`src/rtl/portio_pkg.sv`:
```
package portio_pkg;

    localparam logic [7:0] OP_LDX  = 8'h01;
    localparam logic [7:0] OP_PIN  = 8'h02;
    localparam logic [7:0] OP_POUT = 8'h03;
    localparam logic [7:0] OP_JMP  = 8'h04;

    typedef enum logic [2:0] {
        ST_FETCH_SETUP,
        ST_FETCH_STROBE,
        ST_DECODE,
        ST_OPND_SETUP,
        ST_OPND_STROBE,
        ST_IO_SETUP,
        ST_IO_STROBE,
        ST_HALT
    } seq_state_e;

    typedef enum logic [2:0] {
        MAR_HOLD,
        MAR_STEP,
        MAR_PC,
        MAR_DX,
        MAR_TARGET
    } mar_src_e;

    typedef struct packed {
        logic       ir_load;
        logic       pc_step;
        logic [1:0] pc_len;
        logic       pc_jump;
        mar_src_e   mar_src;
        logic       hi_load;
        logic       dx_load;
        logic       al_load;
        logic       drive_al;
    } dp_ctl_t;

endpackage

```
`src/rtl/portio_ctrl.sv`:
```
module portio_ctrl
    import portio_pkg::*;
#(
    parameter int DATA_W = 8
) (
    input  logic              clk,
    input  logic              rst_n,
    input  logic [DATA_W-1:0] ir,
    output dp_ctl_t           ctl,
    output logic              mem_rd,
    output logic              io_rd,
    output logic              io_wr,
    output logic              halted
);

    seq_state_e state_q, state_d;
    logic       second_q;

    logic is_ldx, is_pin, is_pout, is_jmp;
    assign is_ldx  = (ir == DATA_W'(OP_LDX));
    assign is_pin  = (ir == DATA_W'(OP_PIN));
    assign is_pout = (ir == DATA_W'(OP_POUT));
    assign is_jmp  = (ir == DATA_W'(OP_JMP));

    always_ff @(posedge clk or negedge rst_n) begin
        if (!rst_n) begin
            state_q  <= ST_FETCH_SETUP;
            second_q <= 1'b0;
        end else begin
            state_q <= state_d;
            if (state_q == ST_DECODE)
                second_q <= 1'b0;
            else if (state_q == ST_OPND_STROBE)
                second_q <= ~second_q;
        end
    end

    always_comb begin
        state_d = state_q;
        unique case (state_q)
            ST_FETCH_SETUP:  state_d = ST_FETCH_STROBE;
            ST_FETCH_STROBE: state_d = ST_DECODE;
            ST_DECODE: begin
                if (is_ldx || is_jmp)      state_d = ST_OPND_SETUP;
                else if (is_pin || is_pout) state_d = ST_IO_SETUP;
                else                       state_d = ST_HALT;
            end
            ST_OPND_SETUP:   state_d = ST_OPND_STROBE;
            ST_OPND_STROBE:  state_d = second_q ? ST_FETCH_SETUP : ST_OPND_SETUP;
            ST_IO_SETUP:     state_d = ST_IO_STROBE;
            ST_IO_STROBE:    state_d = ST_FETCH_SETUP;
            ST_HALT:         state_d = ST_HALT;
        endcase
    end

    always_comb begin
        ctl    = '0;
        mem_rd = 1'b0;
        io_rd  = 1'b0;
        io_wr  = 1'b0;
        halted = 1'b0;
        unique case (state_q)
            ST_FETCH_SETUP: ;
            ST_FETCH_STROBE: begin
                mem_rd      = 1'b1;
                ctl.ir_load = 1'b1;
            end
            ST_DECODE: begin
                ctl.pc_step = 1'b1;
                if (is_ldx || is_jmp) begin
                    ctl.pc_len  = 2'd3;
                    ctl.mar_src = MAR_STEP;
                end else if (is_pin || is_pout) begin
                    ctl.pc_len  = 2'd1;
                    ctl.mar_src = MAR_DX;
                end
            end
            ST_OPND_SETUP: ;
            ST_OPND_STROBE: begin
                mem_rd = 1'b1;
                if (!second_q) begin
                    ctl.hi_load = 1'b1;
                    ctl.mar_src = MAR_STEP;
                end else if (is_jmp) begin
                    ctl.pc_jump = 1'b1;
                    ctl.mar_src = MAR_TARGET;
                end else begin
                    ctl.dx_load = 1'b1;
                    ctl.mar_src = MAR_PC;
                end
            end
            ST_IO_SETUP: begin
                ctl.drive_al = is_pout;
            end
            ST_IO_STROBE: begin
                io_rd        = is_pin;
                io_wr        = is_pout;
                ctl.al_load  = is_pin;
                ctl.drive_al = is_pout;
                ctl.mar_src  = MAR_PC;
            end
            ST_HALT: halted = 1'b1;
        endcase
    end

endmodule

```
`src/rtl/portio_dpath.sv`:
```
module portio_dpath
    import portio_pkg::*;
#(
    parameter int DATA_W = 8,
    localparam int ADDR_W = 2 * DATA_W
) (
    input  logic              clk,
    input  logic              rst_n,
    input  dp_ctl_t           ctl,
    input  logic [DATA_W-1:0] rdata,
    output logic [ADDR_W-1:0] addr,
    output logic [DATA_W-1:0] wdata,
    output logic [DATA_W-1:0] ir
);

    logic [ADDR_W-1:0] pc_q, mar_q, dx_q;
    logic [DATA_W-1:0] ir_q, hi_q, al_q;
    logic [ADDR_W-1:0] target;

    assign target = {hi_q, rdata};

    always_ff @(posedge clk or negedge rst_n) begin
        if (!rst_n) begin
            pc_q  <= '0;
            mar_q <= '0;
            dx_q  <= '0;
            ir_q  <= '0;
            hi_q  <= '0;
            al_q  <= '0;
        end else begin
            if (ctl.ir_load) ir_q <= rdata;
            if (ctl.hi_load) hi_q <= rdata;
            if (ctl.dx_load) dx_q <= target;
            if (ctl.al_load) al_q <= rdata;
            if (ctl.pc_jump)
                pc_q <= target;
            else if (ctl.pc_step)
                pc_q <= pc_q + ADDR_W'(ctl.pc_len);
            unique case (ctl.mar_src)
                MAR_STEP:   mar_q <= mar_q + 1'b1;
                MAR_PC:     mar_q <= pc_q;
                MAR_DX:     mar_q <= dx_q;
                MAR_TARGET: mar_q <= target;
                default:    mar_q <= mar_q;
            endcase
        end
    end

    assign addr  = mar_q;
    assign wdata = ctl.drive_al ? al_q : '0;
    assign ir    = ir_q;

endmodule

```
`src/rtl/portio_seq.sv`:
```
module portio_seq
    import portio_pkg::*;
#(
    parameter int DATA_W = 8,
    localparam int ADDR_W = 2 * DATA_W
) (
    input  logic              clk,
    input  logic              rst_n,
    output logic [ADDR_W-1:0] bus_addr,
    output logic [DATA_W-1:0] bus_wdata,
    input  logic [DATA_W-1:0] bus_rdata,
    output logic              mem_rd,
    output logic              io_rd,
    output logic              io_wr,
    output logic              halted
);

    dp_ctl_t           ctl;
    logic [DATA_W-1:0] ir;

    portio_ctrl #(.DATA_W(DATA_W)) ctrl_i (
        .clk    (clk),
        .rst_n  (rst_n),
        .ir     (ir),
        .ctl    (ctl),
        .mem_rd (mem_rd),
        .io_rd  (io_rd),
        .io_wr  (io_wr),
        .halted (halted)
    );

    portio_dpath #(.DATA_W(DATA_W)) dpath_i (
        .clk   (clk),
        .rst_n (rst_n),
        .ctl   (ctl),
        .rdata (bus_rdata),
        .addr  (bus_addr),
        .wdata (bus_wdata),
        .ir    (ir)
    );

endmodule

```
`config.mk`:
```
export PLATFORM = sky130hd
export DESIGN_NAME = portio_seq
export DESIGN_NICKNAME = d
export VERILOG_FILES = /design/src/rtl/portio_pkg.sv /design/src/rtl/portio_ctrl.sv /design/src/rtl/portio_dpath.sv /design/src/rtl/portio_seq.sv
export SDC_FILE = /design/constraint.sdc
export NUM_CORES = 1
export LEC_CHECK = 0
export ABC_AREA = 1
export BUFFER_PORTS_ARGS = -buffer_cell sky130_fd_sc_hd__buf_2
export CAP_MARGIN = 10
export CORE_MARGIN = 8
export CORE_UTILIZATION = 54
export DETAILED_ROUTE_END_ITERATION = 8
export PLACE_DENSITY = 0.8
export SYNTH_ARGS = -nofsm -noshare
export SYNTH_HDL_FRONTEND = slang
export SYNTH_SLANG_ARGS = --single-unit
```
`constraint.sdc`:
```
create_clock -name clk -period 2.45 [get_ports clk]
set_input_delay 0 -clock clk [delete_from_list [all_inputs] [get_ports clk]]
set_output_delay 0 -clock clk [all_outputs]
set_load 0.01 [all_outputs]
```
==> impl_results.md <==
- Result of the run: complete, no violations
- CP dominant cell by count: nand2_2
- Detail Route Antenna Nets: 0
- PnR worst setup slack: 0.0538 ns
- Final Max Tran Viols: 0
- TritonRoute pass-1 iters: 8
- Synth area leader: dfrtp_1
- # DRC: 0
- Worst IR Drop VDD: 592 uV
- Unrepaired setup endpoints after global routing: true
- Die Span X: 107 microns
- Die area: 11400 sq um
- Setup slack after placement: 0.0924 ns
- Worst Setup Path Type: register to register
- Port buffer count: 37
- Cells after synthesis: around 610
- Clock root buffer: clkbuf_8
- Leak pwr: 2.70 nW
- WL final: around 12 mm
- Fin crit period: 2.40 ns
- Num CTS Buffers: 9
- Ant diodes: 0
- Routed length per instance: 15.8 microns
- Critical Path AT: 2.62 ns
- Crit-path slowest cell: dfrtp_1
- Met2 usage: 0.366
- H-Tree Depth: 3
- Critical Path Start Type: register
- Slew HR: 0.342
- CP Capture Type: register
- Final period utilization: 0.978
- Crit-path cells: inv_2 -> nand2_2 -> nor2_2 -> nand2_2 -> nand2_2 -> nand2_2 -> nand2_2 -> ha_4 -> inv_2 -> fa_2 -> nor2_4 -> nand2_2 -> nor2_2 -> nand3_1 -> xor2_1 -> nand2_1 -> nand3_1
- Met3 usage: 0.0390
- Synth cell types: 34
- Design area: around 5200 sq um
- Share of layout cells above drive strength 1: 0.166
- Aggregate global-route resource usage: 0.221
- CTS tree: yes
- Final Power: 5.81 mW
- Initial Utilization: 0.550
- Antenna violations before repair: 0
- # nets final: 682
- Via count: ~4400
- Area growth syn-to-layout: 16.1%
- Reg clk slew, reported paths: 0.08 ns
- Fill cells: 726
- Worst Skew: 0.00942 ns
- Critical Path Fanout Max: 4
- Post-synth top area share: 0.427
- Total negative setup slack: 0 ns
- GPL Wtd Cong: 0.945
- Clk_lat worst skew: 0.35 ns
- Total core area: 8090 sq um
- Cell Pwr Density: 1120 nW/um^2
- Die Ht: 107 microns
- Rows: 33
- Clock sink count: 76
- Final hold vios: 0
- Min-delay worst type: primary input to async pin
- Most frequent cells in the layout: nand2_1 (183), dfrtp_1 (76), nor2_1 (66)
- Syn_nets: ~630
- Largest cells by area after synthesis: dfrtp_1 (43%), nand2_1 (16%), nor2_1 (6.1%)
- CP top delay family: simple AND/OR/NAND/NOR gates
- Synth Register Bits: 76
- IO Pins: 38
- CTS max path bufs: 2
- Global-route wire length before repair: roughly 20 mm
- Routed vias/inst: between 5 and 6
- Final setup fails: 0
- Pin count of the biggest net entering global routing: 77
- GRT Max-Usage Layer: met2
- Total grt overflow: 0
- Util after Layout: 0.639
- Least-Margin Pin Slew: 0.986 ns
- Commonest non-fill, non-tap cell in the layout: nand2_1
- DRT iter0 DRCs: 378
- Post-synthesis sequential area ratio: 0.427
- Synthesized area: 4450 sq um
- Hpwl dp: roughly 8.5 mm
- Placed cell areas: 4780 sq um
- Synthesis Warnings: 0
- Max Cap Viol: 0
- Vias in the first global route: 4259
- Met1 usage: 0.278
- Required @ worst endpoint: 2.68 ns
- WP buf/inv: 2
- Worst path max stage delay: 0.43 ns
- Post-synthesis area per instance: 7.25 sq um
- Fmax: between 0.4 and 0.5 GHz
## worst reg2reg max path: stages, from the launching register on
cell and delay (ns):
dfrtp_1 0.43, inv_2 0.08, nand2_2 0.07, nor2_2 0.12, nand2_2 0.07, nand2_2 0.08
nand2_2 0.06, nand2_2 0.07, ha_4 0.13, inv_2 0.03, fa_2 0.38, nor2_4 0.16
nand2_2 0.07, nor2_2 0.12, nand3_1 0.10, xor2_1 0.16, nand2_1 0.06, nand3_1 0.06
## area by class of cell
| class | count | area (sq um) | area share |
|---|---|---|---|
| inverter | 70 | 263 | 0.0508 |
| tap | 105 | 131 | 0.0254 |
| clock buffer | 13 | 169 | 0.0327 |
| multi-input combinational | 448 | 2260 | 0.436 |
| sequential | 76 | 1900 | 0.368 |
| clock inverter | 3 | 43.8 | 0.00847 |
| timing repair buffer | 63 | 405 | 0.0784 |
## stage by stage
stage / hold WS (ns) / std cells
after floorplan: -0.296 / 614
after global placement: 0.211 / 748
after detailed placement: 0.226 / 748
after CTS: 0.396 / 773
after global routing: 0.461 / 778
final: 0.340 / 778
## synth_stat cells
master,instances
nor2_4,1
nor4_1,1
buf_6,1
o311ai_0,1
buf_4,1
xor2_1,19
inv_2,7
o211ai_1,2
o221ai_1,6
nand4_1,24
nand2_4,1
nand3b_1,2
o22ai_1,2
ha_1,3
nor3_2,1
o21ai_0,43
nand3_2,2
nand3_1,50
nor3_1,7
xnor2_1,1
a21oi_4,1
buf_2,7
fa_1,1
dfrtp_1,76
nor2_8,1
nor2_2,2
mux2_2,5
inv_1,63
a21oi_1,4
nand2_2,5
nand2_1,190
o21bai_1,1
nor2_1,72
clkbuf_1,11
## flip-flops by register name (all words and copies together), names as in the netlist
| name | cells |
|---|---|
| ctrl_i.state_q | 3 |
| dpath_i.addr | 16 |
| dpath_i.hi_q | 8 |
| dpath_i.pc_q | 16 |
| dpath_i.dx_q | 16 |
| dpath_i.al_q | 8 |
| ctrl_i.second_q | 1 |
| dpath_i.ir | 8 |
## cells by family (layout without fill, tap and decap cells)
kind of cell,Yosys count,after routing,share of synthesized area
fa+ha+maj,4,4,0.0129
flops,76,76,0.427
buf+inv,90,149,0.0804
xor+xnor,20,20,0.0393
mux,5,5,0.0126
simple gates,359,359,0.350
compound gates,60,60,0.0781
## what timing repair did
| item | in CTS | in global routing |
|---|---|---|
| gates resized for setup | 0 | 17 |
| endpoints found under the hold margin | 89 | 0 |
| hold buffers | 9 | 0 |
| setup endpoints to repair | 0 | 6 |
| buffers inserted | 0 | 5 |
## path summary, 6_finish.rpt
check | slack (ns) | cells past startpoint | end | from
setup / recovery | 0.05 | 17 | dpath_i.pc_q[14] | dpath_i.ir[2]
max in group asynchronous | 1.46 | 2 | dpath_i.pc_q[7] | rst_n
hold / removal | 0.34 | 2 | dpath_i.dx_q[9] | rst_n
min in group clk | 0.45 | 4 | dpath_i.al_q[1] | bus_rdata[1]
setup reg to reg | 0.05 | 17 | dpath_i.pc_q[14] | dpath_i.ir[2]
hold reg to reg | 0.49 | 2 | dpath_i.dx_q[11] | dpath_i.dx_q[11]
## report_power, final
| part | internal, mW | switching [mW] |
|---|---|---|
| sequential | 1.78 | 0.461 |
| clock | 0.556 | 0.477 |
| combinational | 0.885 | 1.65 |
| total | 3.22 | 2.59 |
## per-layer routing
layer  vias to the layer above  wire, microns  part of all wire
li1                       2081              -                 -
met1                      2072           5190              0.42
met2                       208           5950              0.48
met3                        29            815             0.066
met4                         0            327             0.027
met5                         -              0                 0
No activity file was read; power rests on OpenSTA's default activity.
